`config.mk`:
```
export PLATFORM = sky130hd
export DESIGN_NAME = pcm_slot_port
export DESIGN_NICKNAME = d
export VERILOG_FILES = /design/src/rtl/pcm_slot_pkg.sv /design/src/rtl/pcm_edge_track.sv /design/src/rtl/pcm_tx_slot.sv /design/src/rtl/pcm_rx_slot.sv /design/src/rtl/pcm_sync_width.sv /design/src/rtl/pcm_slot_port.sv
export SDC_FILE = /design/constraint.sdc
export NUM_CORES = 1
export LEC_CHECK = 0
export BUFFER_PORTS_ARGS = -buffer_cell sky130_fd_sc_hd__buf_2
export CAP_MARGIN = 0
export CORE_ASPECT_RATIO = 0.9
export CORE_MARGIN = 5
export CORE_UTILIZATION = 54
export DETAILED_ROUTE_END_ITERATION = 16
export PLACE_DENSITY = 0.84
export SLEW_MARGIN = 20
export SYNTH_ARGS = -nofsm -noshare
export SYNTH_HDL_FRONTEND = slang
export SYNTH_SLANG_ARGS = --single-unit
```
`constraint.sdc`:
```
create_clock -name clk -period 2.8 [get_ports clk]
set_input_delay 0.14 -clock clk [delete_from_list [all_inputs] [get_ports clk]]
set_output_delay 0.14 -clock clk [all_outputs]
set_load 0.02 [all_outputs]
```
`src/rtl/pcm_slot_pkg.sv`:
```
package pcm_slot_pkg;

    typedef enum logic [1:0] {
        SLOT_IDLE  = 2'd0,
        SLOT_ARMED = 2'd1,
        SLOT_SHIFT = 2'd2
    } slot_state_e;

    typedef struct packed {
        logic level;
        logic rise;
        logic fall;
    } edge_t;

    localparam int SIG_BCLK  = 0;
    localparam int SIG_FSX   = 1;
    localparam int SIG_FSR   = 2;
    localparam int SIG_COUNT = 3;

    // Frame opening rule for both directions: long-sync opens on the sync's
    // rising edge, short-sync on a bit-clock fall that sees the sync high.
    function automatic logic frame_open(input logic long_fmt,
                                        input edge_t bclk_ev,
                                        input edge_t sync_ev);
        return long_fmt ? sync_ev.rise : (bclk_ev.fall & sync_ev.level);
    endfunction

endpackage

```
`src/rtl/pcm_edge_track.sv`:
```
module pcm_edge_track
    import pcm_slot_pkg::*;
#(
    parameter int N = 3
) (
    input  logic             clk,
    input  logic             rst,
    input  logic [N-1:0]     sig,
    output edge_t [N-1:0]    ev
);

    logic [N-1:0] prev_q;

    always_ff @(posedge clk) begin
        if (rst) prev_q <= '0;
        else     prev_q <= sig;
    end

    for (genvar i = 0; i < N; i++) begin : g_edge
        assign ev[i].level = sig[i];
        assign ev[i].rise  = sig[i] & ~prev_q[i];
        assign ev[i].fall  = ~sig[i] & prev_q[i];
    end

endmodule

```
`src/rtl/pcm_tx_slot.sv`:
```
module pcm_tx_slot
    import pcm_slot_pkg::*;
#(
    parameter int BYTE_W = 8
) (
    input  logic              clk,
    input  logic              rst,
    input  logic              long_fmt,
    input  logic              pdn,
    input  edge_t             bclk_ev,
    input  edge_t             fsx_ev,
    input  logic [BYTE_W-1:0] tx_byte,
    output logic              tx_take,
    output logic              dx_data,
    output logic              dx_oe
);

    localparam int CNT_W = (BYTE_W > 2) ? $clog2(BYTE_W) : 1;
    localparam logic [CNT_W-1:0] LAST = CNT_W'(BYTE_W - 1);

    slot_state_e       state;
    logic [CNT_W-1:0]  cnt;
    logic [BYTE_W-1:0] sh;

    always_ff @(posedge clk) begin
        if (rst) begin
            state   <= SLOT_IDLE;
            cnt     <= '0;
            sh      <= '0;
            tx_take <= 1'b0;
        end else begin
            tx_take <= 1'b0;
            unique case (state)
                SLOT_IDLE: begin
                    if (!pdn && frame_open(long_fmt, bclk_ev, fsx_ev))
                        state <= SLOT_ARMED;
                end
                SLOT_ARMED: begin
                    // Enable at the first cycle that sees the bit clock high:
                    // covers both "sync later" and "clock later" cases.
                    if (pdn) begin
                        state <= SLOT_IDLE;
                    end else if (bclk_ev.level) begin
                        state   <= SLOT_SHIFT;
                        sh      <= tx_byte;
                        cnt     <= '0;
                        tx_take <= 1'b1;
                    end
                end
                SLOT_SHIFT: begin
                    if (pdn) begin
                        state <= SLOT_IDLE;
                    end else if (bclk_ev.rise) begin
                        if (cnt == LAST) begin
                            state <= SLOT_IDLE;
                        end else begin
                            sh  <= {sh[BYTE_W-2:0], 1'b0};
                            cnt <= cnt + 1'b1;
                        end
                    end
                end
                default: state <= SLOT_IDLE;
            endcase
        end
    end

    assign dx_oe   = (state == SLOT_SHIFT) && !pdn;
    assign dx_data = dx_oe & sh[BYTE_W-1];


    shift_hold_chk: assert property (@(posedge clk) disable iff (rst)
        (state == SLOT_SHIFT && !bclk_ev.rise && !pdn) |=> $stable(sh));


    take_single_chk: assert property (@(posedge clk) disable iff (rst)
        tx_take |=> !tx_take);


    pdn_ends_slot_chk: assert property (@(posedge clk) disable iff (rst)
        pdn |=> (state == SLOT_IDLE));

endmodule

```
`src/rtl/pcm_rx_slot.sv`:
```
module pcm_rx_slot
    import pcm_slot_pkg::*;
#(
    parameter int BYTE_W = 8
) (
    input  logic              clk,
    input  logic              rst,
    input  logic              long_fmt,
    input  logic              pdn,
    input  edge_t             bclk_ev,
    input  edge_t             fsr_ev,
    input  logic              dr,
    output logic [BYTE_W-1:0] rx_byte,
    output logic              rx_valid
);

    localparam int CNT_W = (BYTE_W > 2) ? $clog2(BYTE_W) : 1;
    localparam logic [CNT_W-1:0] LAST = CNT_W'(BYTE_W - 1);

    slot_state_e       state;
    logic [CNT_W-1:0]  cnt;
    logic [BYTE_W-1:0] sh;
    logic [BYTE_W-1:0] sh_next;

    assign sh_next = {sh[BYTE_W-2:0], dr};

    always_ff @(posedge clk) begin
        if (rst) begin
            state    <= SLOT_IDLE;
            cnt      <= '0;
            sh       <= '0;
            rx_byte  <= '0;
            rx_valid <= 1'b0;
        end else begin
            rx_valid <= 1'b0;
            unique case (state)
                SLOT_IDLE: begin
                    if (!pdn && frame_open(long_fmt, bclk_ev, fsr_ev)) begin
                        state <= SLOT_SHIFT;
                        cnt   <= '0;
                    end
                end
                SLOT_SHIFT: begin
                    if (pdn) begin
                        state <= SLOT_IDLE;
                    end else if (bclk_ev.fall) begin
                        sh <= sh_next;
                        if (cnt == LAST) begin
                            state    <= SLOT_IDLE;
                            rx_byte  <= sh_next;
                            rx_valid <= 1'b1;
                        end else begin
                            cnt <= cnt + 1'b1;
                        end
                    end
                end
                default: state <= SLOT_IDLE;
            endcase
        end
    end


    valid_pulse_chk: assert property (@(posedge clk) disable iff (rst)
        rx_valid |=> !rx_valid);


    byte_hold_chk: assert property (@(posedge clk) disable iff (rst)
        !rx_valid |-> $stable(rx_byte));


    valid_powered_chk: assert property (@(posedge clk) disable iff (rst)
        rx_valid |-> !$past(pdn));

endmodule

```
`src/rtl/pcm_sync_width.sv`:
```
module pcm_sync_width
    import pcm_slot_pkg::*;
#(
    parameter int MIN_BITS = 3
) (
    input  logic  clk,
    input  logic  rst,
    input  logic  long_fmt,
    input  edge_t bclk_ev,
    input  edge_t sync_ev,
    output logic  err
);

    localparam int W = $clog2(MIN_BITS + 1);
    localparam logic [W-1:0] MINV = W'(MIN_BITS);

    logic         meas;
    logic [W-1:0] cnt;

    always_ff @(posedge clk) begin
        if (rst) begin
            meas <= 1'b0;
            cnt  <= '0;
            err  <= 1'b0;
        end else begin
            err <= 1'b0;
            if (!long_fmt) begin
                meas <= 1'b0;
            end else if (sync_ev.rise) begin
                meas <= 1'b1;
                cnt  <= '0;
            end else if (meas) begin
                if (!sync_ev.level) begin
                    meas <= 1'b0;
                    err  <= (cnt < MINV);
                end else if (bclk_ev.fall && (cnt < MINV)) begin
                    cnt <= cnt + 1'b1;
                end
            end
        end
    end


    err_fmt_chk: assert property (@(posedge clk) disable iff (rst)
        err |-> $past(long_fmt));


    err_at_sync_fall_chk: assert property (@(posedge clk) disable iff (rst)
        err |-> !$past(sync_ev.level));

endmodule

```
`src/rtl/pcm_slot_port.sv`:
```
module pcm_slot_port
    import pcm_slot_pkg::*;
#(
    parameter int BYTE_W   = 8,
    parameter int MIN_BITS = 3
) (
    input  logic              clk,
    input  logic              rst,
    input  logic              bclk,
    input  logic              long_fmt,
    input  logic              pdn,
    input  logic              fsx,
    input  logic              fsr,
    input  logic [BYTE_W-1:0] tx_byte,
    input  logic              dr,
    output logic              tx_take,
    output logic              dx_data,
    output logic              dx_oe,
    output logic [BYTE_W-1:0] rx_byte,
    output logic              rx_valid,
    output logic              tx_sync_err,
    output logic              rx_sync_err
);

    logic  [SIG_COUNT-1:0] raw;
    edge_t [SIG_COUNT-1:0] ev;

    assign raw[SIG_BCLK] = bclk;
    assign raw[SIG_FSX]  = fsx;
    assign raw[SIG_FSR]  = fsr;

    pcm_edge_track #(.N(SIG_COUNT)) u_edges (
        .clk (clk),
        .rst (rst),
        .sig (raw),
        .ev  (ev)
    );

    pcm_tx_slot #(.BYTE_W(BYTE_W)) u_tx (
        .clk      (clk),
        .rst      (rst),
        .long_fmt (long_fmt),
        .pdn      (pdn),
        .bclk_ev  (ev[SIG_BCLK]),
        .fsx_ev   (ev[SIG_FSX]),
        .tx_byte  (tx_byte),
        .tx_take  (tx_take),
        .dx_data  (dx_data),
        .dx_oe    (dx_oe)
    );

    pcm_rx_slot #(.BYTE_W(BYTE_W)) u_rx (
        .clk      (clk),
        .rst      (rst),
        .long_fmt (long_fmt),
        .pdn      (pdn),
        .bclk_ev  (ev[SIG_BCLK]),
        .fsr_ev   (ev[SIG_FSR]),
        .dr       (dr),
        .rx_byte  (rx_byte),
        .rx_valid (rx_valid)
    );

    pcm_sync_width #(.MIN_BITS(MIN_BITS)) u_wx (
        .clk      (clk),
        .rst      (rst),
        .long_fmt (long_fmt),
        .bclk_ev  (ev[SIG_BCLK]),
        .sync_ev  (ev[SIG_FSX]),
        .err      (tx_sync_err)
    );

    pcm_sync_width #(.MIN_BITS(MIN_BITS)) u_wr (
        .clk      (clk),
        .rst      (rst),
        .long_fmt (long_fmt),
        .bclk_ev  (ev[SIG_BCLK]),
        .sync_ev  (ev[SIG_FSR]),
        .err      (rx_sync_err)
    );


    oe_on_high_clock_chk: assert property (@(posedge clk) disable iff (rst)
        $rose(dx_oe) |-> $past(bclk));

endmodule

```
### After elaboration in Yosys (flattened, before gate mapping)

Index checks and enable logic that the tools add are counted.
W data, S select, Z words.

* add/subtract/negate cells: 4
* $lt $le $gt $ge: 2
* equality and inequality tests: 20
* multiplexer cells: 47
* bitwise operators: 18
* reductions and logical operators: 29

Operators with widths (count)
* $mux W8: 5
* $mux W2: 18
* $mux W3: 9
* $pmux W8 S2: 1
* $reduce_and A4 Y1: 4
* $reduce_bool A2 Y1: 8
* $ne A2 B2 Y1 const B: 7
* $pmux W3 S2: 2
* $not A1 Y1: 11
* $mux W1: 10
* $reduce_or A5 Y1: 2
* $ne A3 B2 Y1 const B: 3
* $and A1 B1 Y1: 7
* $add A3 B1 Y3 const B: 2
* $eq A3 B3 Y1 const B: 2
* $ne A2 B1 Y1 const B: 3
* $ne A3 B3 Y1 const B: 2
* $pmux W2 S3: 1
* $reduce_and A3 Y1: 2
* $reduce_and A6 Y1: 1
* $logic_and A1 B1 Y1: 5
* $reduce_and A5 Y1: 1
* $add A2 B1 Y2 const B: 2
* $eq A2 B2 Y1 const B: 2
* other kinds (8): 10

* register bits after elaboration: 46
* bits of input ports: 16
* output and inout port bits: 14
* word-level logic and storage cells: 136

### Depth between registers and ports, before layout

Gate-level depths: netlist of the first run.

* word-level depth: 7
* depth in mapped cells: 8
* mapped depth without buffers: 6

### Cells and area by module

From an unflattened synthesis of the first run, not the netlist that was laid out.

* cells, all modules: 215
* area total of the unflattened synthesis: 2038.2 um2

Modules (own cells, without submodules)
* pcm_rx_slot: times used 1, cells each 91, area an instance 812.0 um2, seq. area each 400.4 um2
* pcm_tx_slot: times used 1, cells each 71, area an instance 673.1 um2, seq. area each 280.3 um2
* pcm_sync_width (u_wx): times used 1, cells each 19, area an instance 207.7 um2, seq. area each 80.1 um2
* pcm_sync_width (u_wr): times used 1, cells each 19, area an instance 206.4 um2, seq. area each 80.1 um2
* pcm_edge_track: times used 1, cells each 15, area an instance 138.9 um2, seq. area each 60.1 um2

### Worst setup path after synthesis of the first run

Ideal clock, no wire load.

* kind: register -> register
* start point: register u_tx.cnt[0]
* end point: register u_tx.sh[6]
* library setup time: 0.079 ns
* arrival: 1.557 ns
* required time: 2.721 ns
* slack: 1.164 ns
* stages on the path, launching flop included: 9
* path buffers: 2
* period minus slack after synthesis: 1.636 ns
* cells stage by stage: dfxtp_1 -> ha_1 -> ha_1 -> nor4b_2 -> o211a_1 -> buf_6 -> buf_12 -> nor2_2 -> a211oi_2

* cells in the longest elaborated chain, start to end: 3

Ends and longest elaborated chain
* start, declared: line pcm_tx_slot.sv:22 `logic [CNT_W-1:0] cnt;`
* start signal, assigned: line pcm_tx_slot.sv:58 `cnt <= cnt + 1'b1;`
* $eq A3 B3 Y1: line pcm_tx_slot.sv:54 `if (cnt == LAST) begin`
* $ne A2 B2 Y1 (no line)
* $reduce_and A6 Y1 (no line)
* end signal, assigned: line pcm_tx_slot.sv:45 `sh <= tx_byte;`
* end signal, assigned: line pcm_tx_slot.sv:57 `sh <= {sh[BYTE_W-2:0], 1'b0};`
* end, declared: line pcm_tx_slot.sv:23 `logic [BYTE_W-1:0] sh;`

No other way between the ends.
A chain may end at the register's enable or synchronous reset.

### Worst setup path in the final report of the first run

* start point: register u_tx.cnt[0]
* end point: register u_tx.cnt[2]

* cells in the longest elaborated chain, start to end: 5
* elaborated cells between the ends (all ways): 8
* classes of those cells: add/sub: 1; eq/ne: 2; mux: 4; reduce/logical: 1

Ends and longest elaborated chain
* $add A3 B1 Y3: line pcm_tx_slot.sv:58
* $mux W3: line pcm_tx_slot.sv:54
* $mux W3: line pcm_tx_slot.sv:53 `end else if (bclk_ev.rise) begin`
* $mux W3: line pcm_tx_slot.sv:51 `if (pdn) begin`
* $pmux W3 S2: line pcm_tx_slot.sv:33 `unique case (state)`

Parallel ways exist; a longest one is shown, timed or not. The select of a mux whose other input is x is not followed.

==> results of run 1 <==
==> registers in the layout (all words and copies together) (netlist names), 2 cells and up <==
name and cells:
u_edges.prev_q 3, u_rx.cnt 3, u_rx.rx_byte 8, u_rx.sh 7
u_tx.cnt 3, u_tx.sh 8, u_tx.state 2, u_wr.cnt 2
u_wx.cnt 2
==> kinds of logic (layout without fill, tap and decap cells) <==
group	after synthesis	in the layout	share of synthesized area (%)
buffers and inverters	17	42	5.72
and+or+nand+nor	87	87	25.1
muxes	14	14	6.96
adders and majority gates	6	6	3.73
DFF	45	45	44.8
AOI/OAI and AO/OA	39	39	13.7
==> Yosys cell counts, types with 2 or more instances <==
library cell   n
a211oi_1       4
a211oi_2       6
a21oi_1       15
and2b_4        2
and4bb_2       3
buf_6          4
clkbuf_1       6
dfxtp_1       45
ha_1           6
inv_1          3
mux2i_1       14
nand2_1       17
nand2b_1       5
nand3_1       11
nor2_1        23
nor2b_1        7
nor3_1         5
nor3b_1        2
nor4b_1        2
o21ai_0        6
o22ai_1        2
==> stage by stage <==
stage	area (µm²)	cells
after floorplan	2010	208
after global placement	2120	271
after detailed placement	2120	271
after CTS	2240	279
after global routing	2240	279
final	2240	279
==> final timing paths <==
path                      to            start  slack (ps)  depth (start not counted)
min                 u_wr.err              fsr          80                          2
min reg2reg  u_rx.rx_byte[1]  u_rx.rx_byte[1]         450                          2
max reg2reg      u_tx.cnt[2]      u_tx.cnt[0]         800                          6
max              u_tx.cnt[2]      u_tx.cnt[0]         800                          6
==> worst reg2reg max path: cells and delay by family, from the launching register on <==
family | cells | cell delay (ps)
compound gates | 2 | 630
fa+ha+maj | 2 | 460
simple gates | 2 | 420
flops | 1 | 340
==> power by group through the flow <==
| stage | clock [µW] | sequential [µW] | combinational [µW] |
|---|---|---|---|
| 2_1_floorplan | 0 | 666 | 44.0 |
| 3_3_place_gp | 0 | 667 | 61.6 |
| 3_5_place_dp | 0 | 667 | 62.9 |
| 4_1_cts | 512 | 652 | 63.5 |
| 5_1_grt | 544 | 654 | 70.0 |
| 6_report | 492 | 652 | 63.0 |
==> layout by cell type (no fill, tap or decap), drive strengths merged, types with 4 or more instances in the layout <==
master,instances
dfxtp,45
nand2b,5
o21ai,7
buf,30
nor2,24
a211oi,10
nand3,11
a21oi,15
ha,6
clkbuf,7
inv,4
nor3,5
nor2b,7
mux2i,14
nand2,18
and4bb,4
==> layer usage <==
layer	vias to the layer above	global-route usage, %
met5	-	0
met4	0	3.33
met3	5	5.43
met2	29	26.0
met1	677	19.1
li1	779	-
==> final cells by class <==
class                      count  area share (%)
multi-input combinational    146            44.5
tap                           46            2.57
inverter                       4           0.671
timing repair buffer          30            6.82
clock inverter                 1            1.34
sequential                    45            40.2
clock buffer                   7            3.86
==> key figures, run 1 <==
Outcome
  – Status: finished clean

Detailed routing
  – Detail Route Antenna Nets: 0
  – Drt pass-1 iters: 4
  – Routed len/inst: 12.8 µm
  – Vias after detailed routing: between 1000 and 1500
  – Detailed-route vias per instance: 5.34
  – DR top layer: met4
  – Iter 0 DRT Violations: 135
  – DRC viols: 0
  – Routed wl met3: 189 µm
  – Met1 WL: between 1500 and 2000 µm
  – DRT Wirelength: about 3600 µm
  – Routed wl met2: ~1600 µm

Clock tree
  – TritonCTS clock tree: built
  – Clock slew at reported path FFs: 80 ps
  – Hold Buf Count CTS: 0
  – Post-CTS setup buffer count: 0
  – CTS HTree Levels: 2
  – Clock tree sinks: 45
  – Clk root buf: clkbuf_8
  – PostCTS Resize Cnt: 0
  – Worst-Skew Late Latency: 290 ps
  – CTS Buffer Depth: 2
  – Num CTS Buffers: 5

Timing
  – Setup_tns: 0 ps
  – Hold_ws: 84.6 ps
  – Post-layout min period: between 2000 and 2500 ps
  – RSZ-0062 raised after global routing: no
  – Fmax: about 500 MHz
  – Endpoints failing hold: 0
  – Clock skew: 5.05 ps
  – Fin crit share: about 70%
  – Slew margin rel.: between 40 and 50%
  – # setup viols final: 0
  – Max Slew Vio Count: 0
  – Final worst slack: approximately 800 ps
  – Slew @ Worst Pin: about 840 ps

Place
  – GP Congestion: roughly 0.76
  – Dpl ws: ~830 ps
  – Dpl hpwl: 2470 µm
  – PortBufs: 29

Power and ir drop
  – Seq pwr share: 54.0%
  – Switching fraction of total power: between 20% and 30%
  – Internal power: a little under 1000 µW
  – Clock network power share: around two fifths
  – PD cells: approximately 540 mW/mm²
  – Final Power: about 1200 µW
  – Switching pwr: approximately 250 µW
  – Leak Pwr: 0.000909 µW
  – VDD IR max: between 0.3 and 0.4 mV
  – Comb power frac: 5.2%

Cells and area
  – Multi-input logic area: roughly 1000 µm²
  – Antenna cells: 0
  – Layout cell share with drive strength beyond 1: between 20% and 30%
  – Register area: about 900 µm²
  – Filler cell count: between 300 and 400
  – Final Util: 61.3%
  – Fin nets: 254
  – Area Overhead vs Synth: 11.3%

Synth
  – Ranking of synthesized cells by area: dfxtp_1 45%, mux2i_1 7.0%, nor2_1 4.3%, a211oi_2 3.7%, a21oi_1 3.7%
  – Mapped cell area: 0.00201 mm²
  – Sequential fraction of the synthesis area: 44.8%
  – Most used DFF post-synth: dfxtp_1
  – Yosys Warn Count: 0
  – Async set-or-reset flop fraction in the synthesized netlist: 0%
  – Area leader, netlist: dfxtp_1
  – Synthesized net count: between 200 and 250
  – Number of enable flip-flop cells after synthesis: 0
  – Top-area cell type share of the netlist area: 44.8%
  – Seq cells post-synth: 45
  – Syn_area_per_cell: a little under 10 µm²
  – Mapped Cells: ~210
  – Post-synthesis cell type count: between 40 and 50

GRT
  – Antenna violations before repair: 0
  – Largest net degree at the start of global routing: 45
  – Remaining global-route overflow: 0
  – First-pass GRT wire length: roughly 6100 µm
  – Total track usage: 15.4%
  – Vias in the first global route: roughly 1400

Die
  – Die Ht: ~68 µm
  – IO Pins: 30
  – Rows: 21
  – Total core area: around 0.0037 mm²
  – Full die area: between 0.005 and 0.006 mm²
  – Initial Utilization: between 50 and 60%
  – Die X: 74.3 µm

Min path
  – Hold Path Class: in -> reg

Worst setup path
  – CP Class: reg -> reg
  – Worst path arrival time: between 2000 and 2500 ps
  – Crit-path most repeated cell: ha_1
  – Setup crit start kind: register
  – Cell Chain, Critical Path: ha_1 > ha_1 > nor4b_2 > o211a_1 > nand2b_1 > a21oi_1
  – Crit path buf inv count: 0
  – Slowest cell on crit path: o211a_1
  – Max FO, Critical Path: 18
  – Critical path's top delay family: compound AO/OA/AOI/OAI gates
  – Delay of the slowest critical-path stage: around 560 ps
  – CP Data Required Time: a little under 3000 ps
  – Worst Setup End Kind: register

Job
  – Max Cap Viol: 0
No activity file was read; power rests on OpenSTA's default activity.
==> run 2, diff against run 1 <==
ABC_AREA = 1   (was default)
CORE_UTILIZATION = 50   (was 54)
PLACE_DENSITY = 0.82   (was 0.84)
clock period = 1.7 ns   (was 2.8 ns; I/O delays follow)
==> key figures, run 2 <==
Place
  – Dpl cells: 337 (+24%)
  – PortBufs: 29 (unchanged)
  – Dpl hpwl: 2750 µm (+12%)
  – GP Congestion: 0.833 (+10%)

Worst setup path
  – Max FO, Critical Path: 18 (unchanged)
  – Critical path's top delay family: adder cells
  – R2r endpoint: u_tx.cnt[0]
  – Cell Chain, Critical Path: ha_1 > ha_1 > inv_1 > nand2_1 > nand2_2 > nand3_4 > o21ai_0 > a21oi_1
  – Worst path arrival time: 1660 ps (-480 ps)
  – CP Class: reg -> reg
  – Slowest cell on crit path: dfxtp_1
  – Crit-path most repeated cell: ha_1
  – Crit path buf inv count: 1 (+1)
  – Delay of the slowest critical-path stage: 330 ps (-230 ps)
  – Setup crit start kind: register
  – R2R depth: 8 (+2)
  – CP Data Required Time: 1890 ps (-1050 ps)
  – R2R setup slack: 240 ps (-560 ps)
  – Worst Setup End Kind: register
  – Worst R2R Start: u_tx.cnt[0]

Clock tree
  – Clock slew at reported path FFs: 90 ps (about the same)
  – Worst-Skew Late Latency: 300 ps (about the same)
  – Clock tree sinks: 45 (unchanged)
  – Post-CTS setup buffer count: 0 (unchanged)
  – TritonCTS clock tree: built
  – Hold Buf Count CTS: 0 (unchanged)
  – PostCTS Resize Cnt: 0 (unchanged)
  – CTS Buffer Depth: 2 (unchanged)
  – Num CTS Buffers: 5 (unchanged)
  – CTS HTree Levels: 2 (unchanged)
  – Clk root buf: clkbuf_8

Timing
  – Endpoints failing hold: 0 (unchanged)
  – # setup viols final: 0 (unchanged)
  – Slew @ Worst Pin: 319 ps (-518 ps)
  – Setup_tns: 0 ps (unchanged)
  – Post-layout min period: 1460 ps (-539 ps)
  – Fin crit share: 86.1% (+15 points)
  – Fmax: 683 MHz (+37%)
  – Clock skew: 6.62 ps (+1.56 ps)
  – Slew margin rel.: 78.5% (+34 points)
  – RSZ-0062 raised after global routing: no
  – Max Slew Vio Count: 0 (unchanged)

Outcome
  – Status: finished clean

Detailed routing
  – Drt pass-1 iters: 4 (unchanged)
  – Iter 0 DRT Violations: 92 (-32%)
  – DRT Wirelength: 3940 µm (+10%)
  – Routed len/inst: 11.4 µm (-11%)
  – Detailed-route vias per instance: 5.02 (-6.0%)
  – Vias after detailed routing: 1732 (+16%)
  – DRC viols: 0 (unchanged)
  – Detail Route Antenna Nets: 0 (unchanged)

Synth
  – Syn_area_per_cell: 7.41 µm² (-23%)
  – Top cells by count, synth: 56 x nand2_1, 45 x dfxtp_1, 33 x inv_1, 27 x a21oi_1, 27 x o21ai_0
  – Ranking of synthesized cells by area: dfxtp_1 45%, nand2_1 11%, a21oi_1 6.8%, o21ai_0 6.8%, inv_1 6.2%
  – Post-synthesis cell type count: 24 (-41%)
  – Area leader, netlist: dfxtp_1
  – Top-area cell type share of the netlist area: 45.3% (+0.56 points)
  – Synthesized net count: 290 (+26%)
  – Yosys Warn Count: 0 (unchanged)
  – Top-count cell post-synth: nand2_1
  – Number of enable flip-flop cells after synthesis: 0 (unchanged)
  – Sequential fraction of the synthesis area: 45.3% (+0.56 points)
  – Most used DFF post-synth: dfxtp_1
  – Async set-or-reset flop fraction in the synthesized netlist: 0% (unchanged)
  – Mapped cell area: 0.00199 mm² (-1.2%)
  – Seq cells post-synth: 45 (unchanged)
  – Mapped Cells: 268 (+29%)

Min path
  – Hold Path Class: in -> reg
  – Min-delay src: dr
  – Worst hold stages: 3 (+1)
  – Hold endpoint: u_rx.rx_byte[0]

Cells and area
  – Layout cell share with drive strength beyond 1: 17.4% (-6.2 points)
  – Commonest non-fill, non-tap cell in the layout: nand2_1
  – Filler cell count: 364 (+17%)
  – Top Registers: u_rx.rx_byte: 8 flops, u_tx.sh: 8 flops, u_rx.sh: 7 flops
  – Area Overhead vs Synth: 14.7%
  – Register area: 901 µm² (unchanged)
  – Multi-input logic area: 897 µm² (-9.9%)
  – Final Util: 60.2% (-1.1 points)
  – Fin nets: 320 (+26%)
  – Commonest cells after routing, fill and taps aside: 56 x nand2_1, 45 x dfxtp_1, 33 x inv_1, 29 x buf_2
  – Post-Layout Cell Count: 345 (+24%)
  – Antenna cells: 0 (unchanged)

GRT
  – Largest net degree at the start of global routing: 28 (-38%)
  – Remaining global-route overflow: 0 (unchanged)
  – Total track usage: 15.5% (+0.089 points)
  – First-pass GRT wire length: 7000 µm (+15%)
  – Vias in the first global route: 1630 (+15%)
  – Antenna violations before repair: 0 (unchanged)

Job
  – Max Cap Viol: 0 (unchanged)

Die
  – Total core area: 0.00378 mm² (+3.6%)
  – Die X: 76.5 µm (+2.8%)
  – Rows: 21 (unchanged)
  – Die Ht: 69.8 µm (+2.8%)
  – IO Pins: 30 (unchanged)
  – Full die area: 0.00534 mm² (+5.7%)
  – Initial Utilization: 52.5% (-2.6 points)

Power and ir drop
  – Final Power: 2660 µW (+120%)
  – VDD IR max: 0.712 mV (+110%)
  – PD cells: 1170 mW/mm² (+120%)
  – Leak Pwr: 0.00109 µW (+20%)
run 2: changes by cell type in the layout (fill, tap and decap cells not counted), sizes merged, moves of 4 or more:
cell	before	now
nand2	18	59
a211oi	10	2
nand2b	5	0
nand3	11	18
nor2b	7	0
mux2i	14	0
nand4	0	4
o21ai	7	30
inv	4	39
a21oi	15	27
and4bb	4	0
run 2: cells by family (layout without fill, tap and decap cells):
kind of cell | count (synthesis) | after routing | synth area share, %
compound gates | 60 | 60 | 15.5
fa+ha+maj | 6 | 6 | 3.78
buf+inv | 47 | 78 | 9.51
flops | 45 | 45 | 45.3
simple gates | 110 | 110 | 25.9
run 2: power by group:
group	internal, µW	switching, µW
Combinational	184	383
Clock	478	367
Sequential	1180	67.7
Total	1840	818
run 2: routing by layer:
layer  track usage, %  part of all wire, %  vias to the layer above
li1                 -                    -                      928
met1             18.2                   48                      779
met2             26.2                   47                       20
met3             5.71                  3.5                        5
met4             4.85                  1.5                        0
met5                0                    0                        -
run 2: final cells by class:
class	instances	area share [%]
inverters	40	6.59
multi-input cells	176	39.4
flip-flops and latches	45	39.5
clock buffers	6	3.62
repair buffers	30	6.70
clock inverters	2	1.65
well taps	46	2.53
run 2: how the worst max path moves through the flow:
stage / startpoint / end / slack (ps) / cells after the start
after floorplan: u_tx.cnt[0] / u_tx.cnt[1] / 390 / 9
after global placement: u_tx.cnt[0] / u_tx.sh[2] / 310 / 8
after detailed placement: u_tx.cnt[0] / u_tx.cnt[0] / 250 / 8
after CTS: u_tx.cnt[0] / u_tx.cnt[0] / 230 / 8
after global routing: u_tx.cnt[0] / u_tx.sh[2] / 90 / 8
final: u_tx.cnt[0] / u_tx.cnt[0] / 240 / 8
run 2: stage by stage:
step / setup WS (ps) / cell area (µm²) / hold slack [ps]
2_1_floorplan: 388 / 1990 / 163
6_report: 237 / 2280 / 31.6
4_1_cts: 232 / 2280 / 21.2
5_1_grt: 85.8 / 2280 / 27.9
3_5_place_dp: 245 / 2160 / 332
3_3_place_gp: 311 / 2160 / 336
run 2: worst register-to-register path: cells and delay by family, from the launching register on:
kind | cells | cell delay (ps)
compound gates | 2 | 280
flops | 1 | 330
fa+ha+maj | 2 | 380
buf+inv | 1 | 50
simple gates | 3 | 330
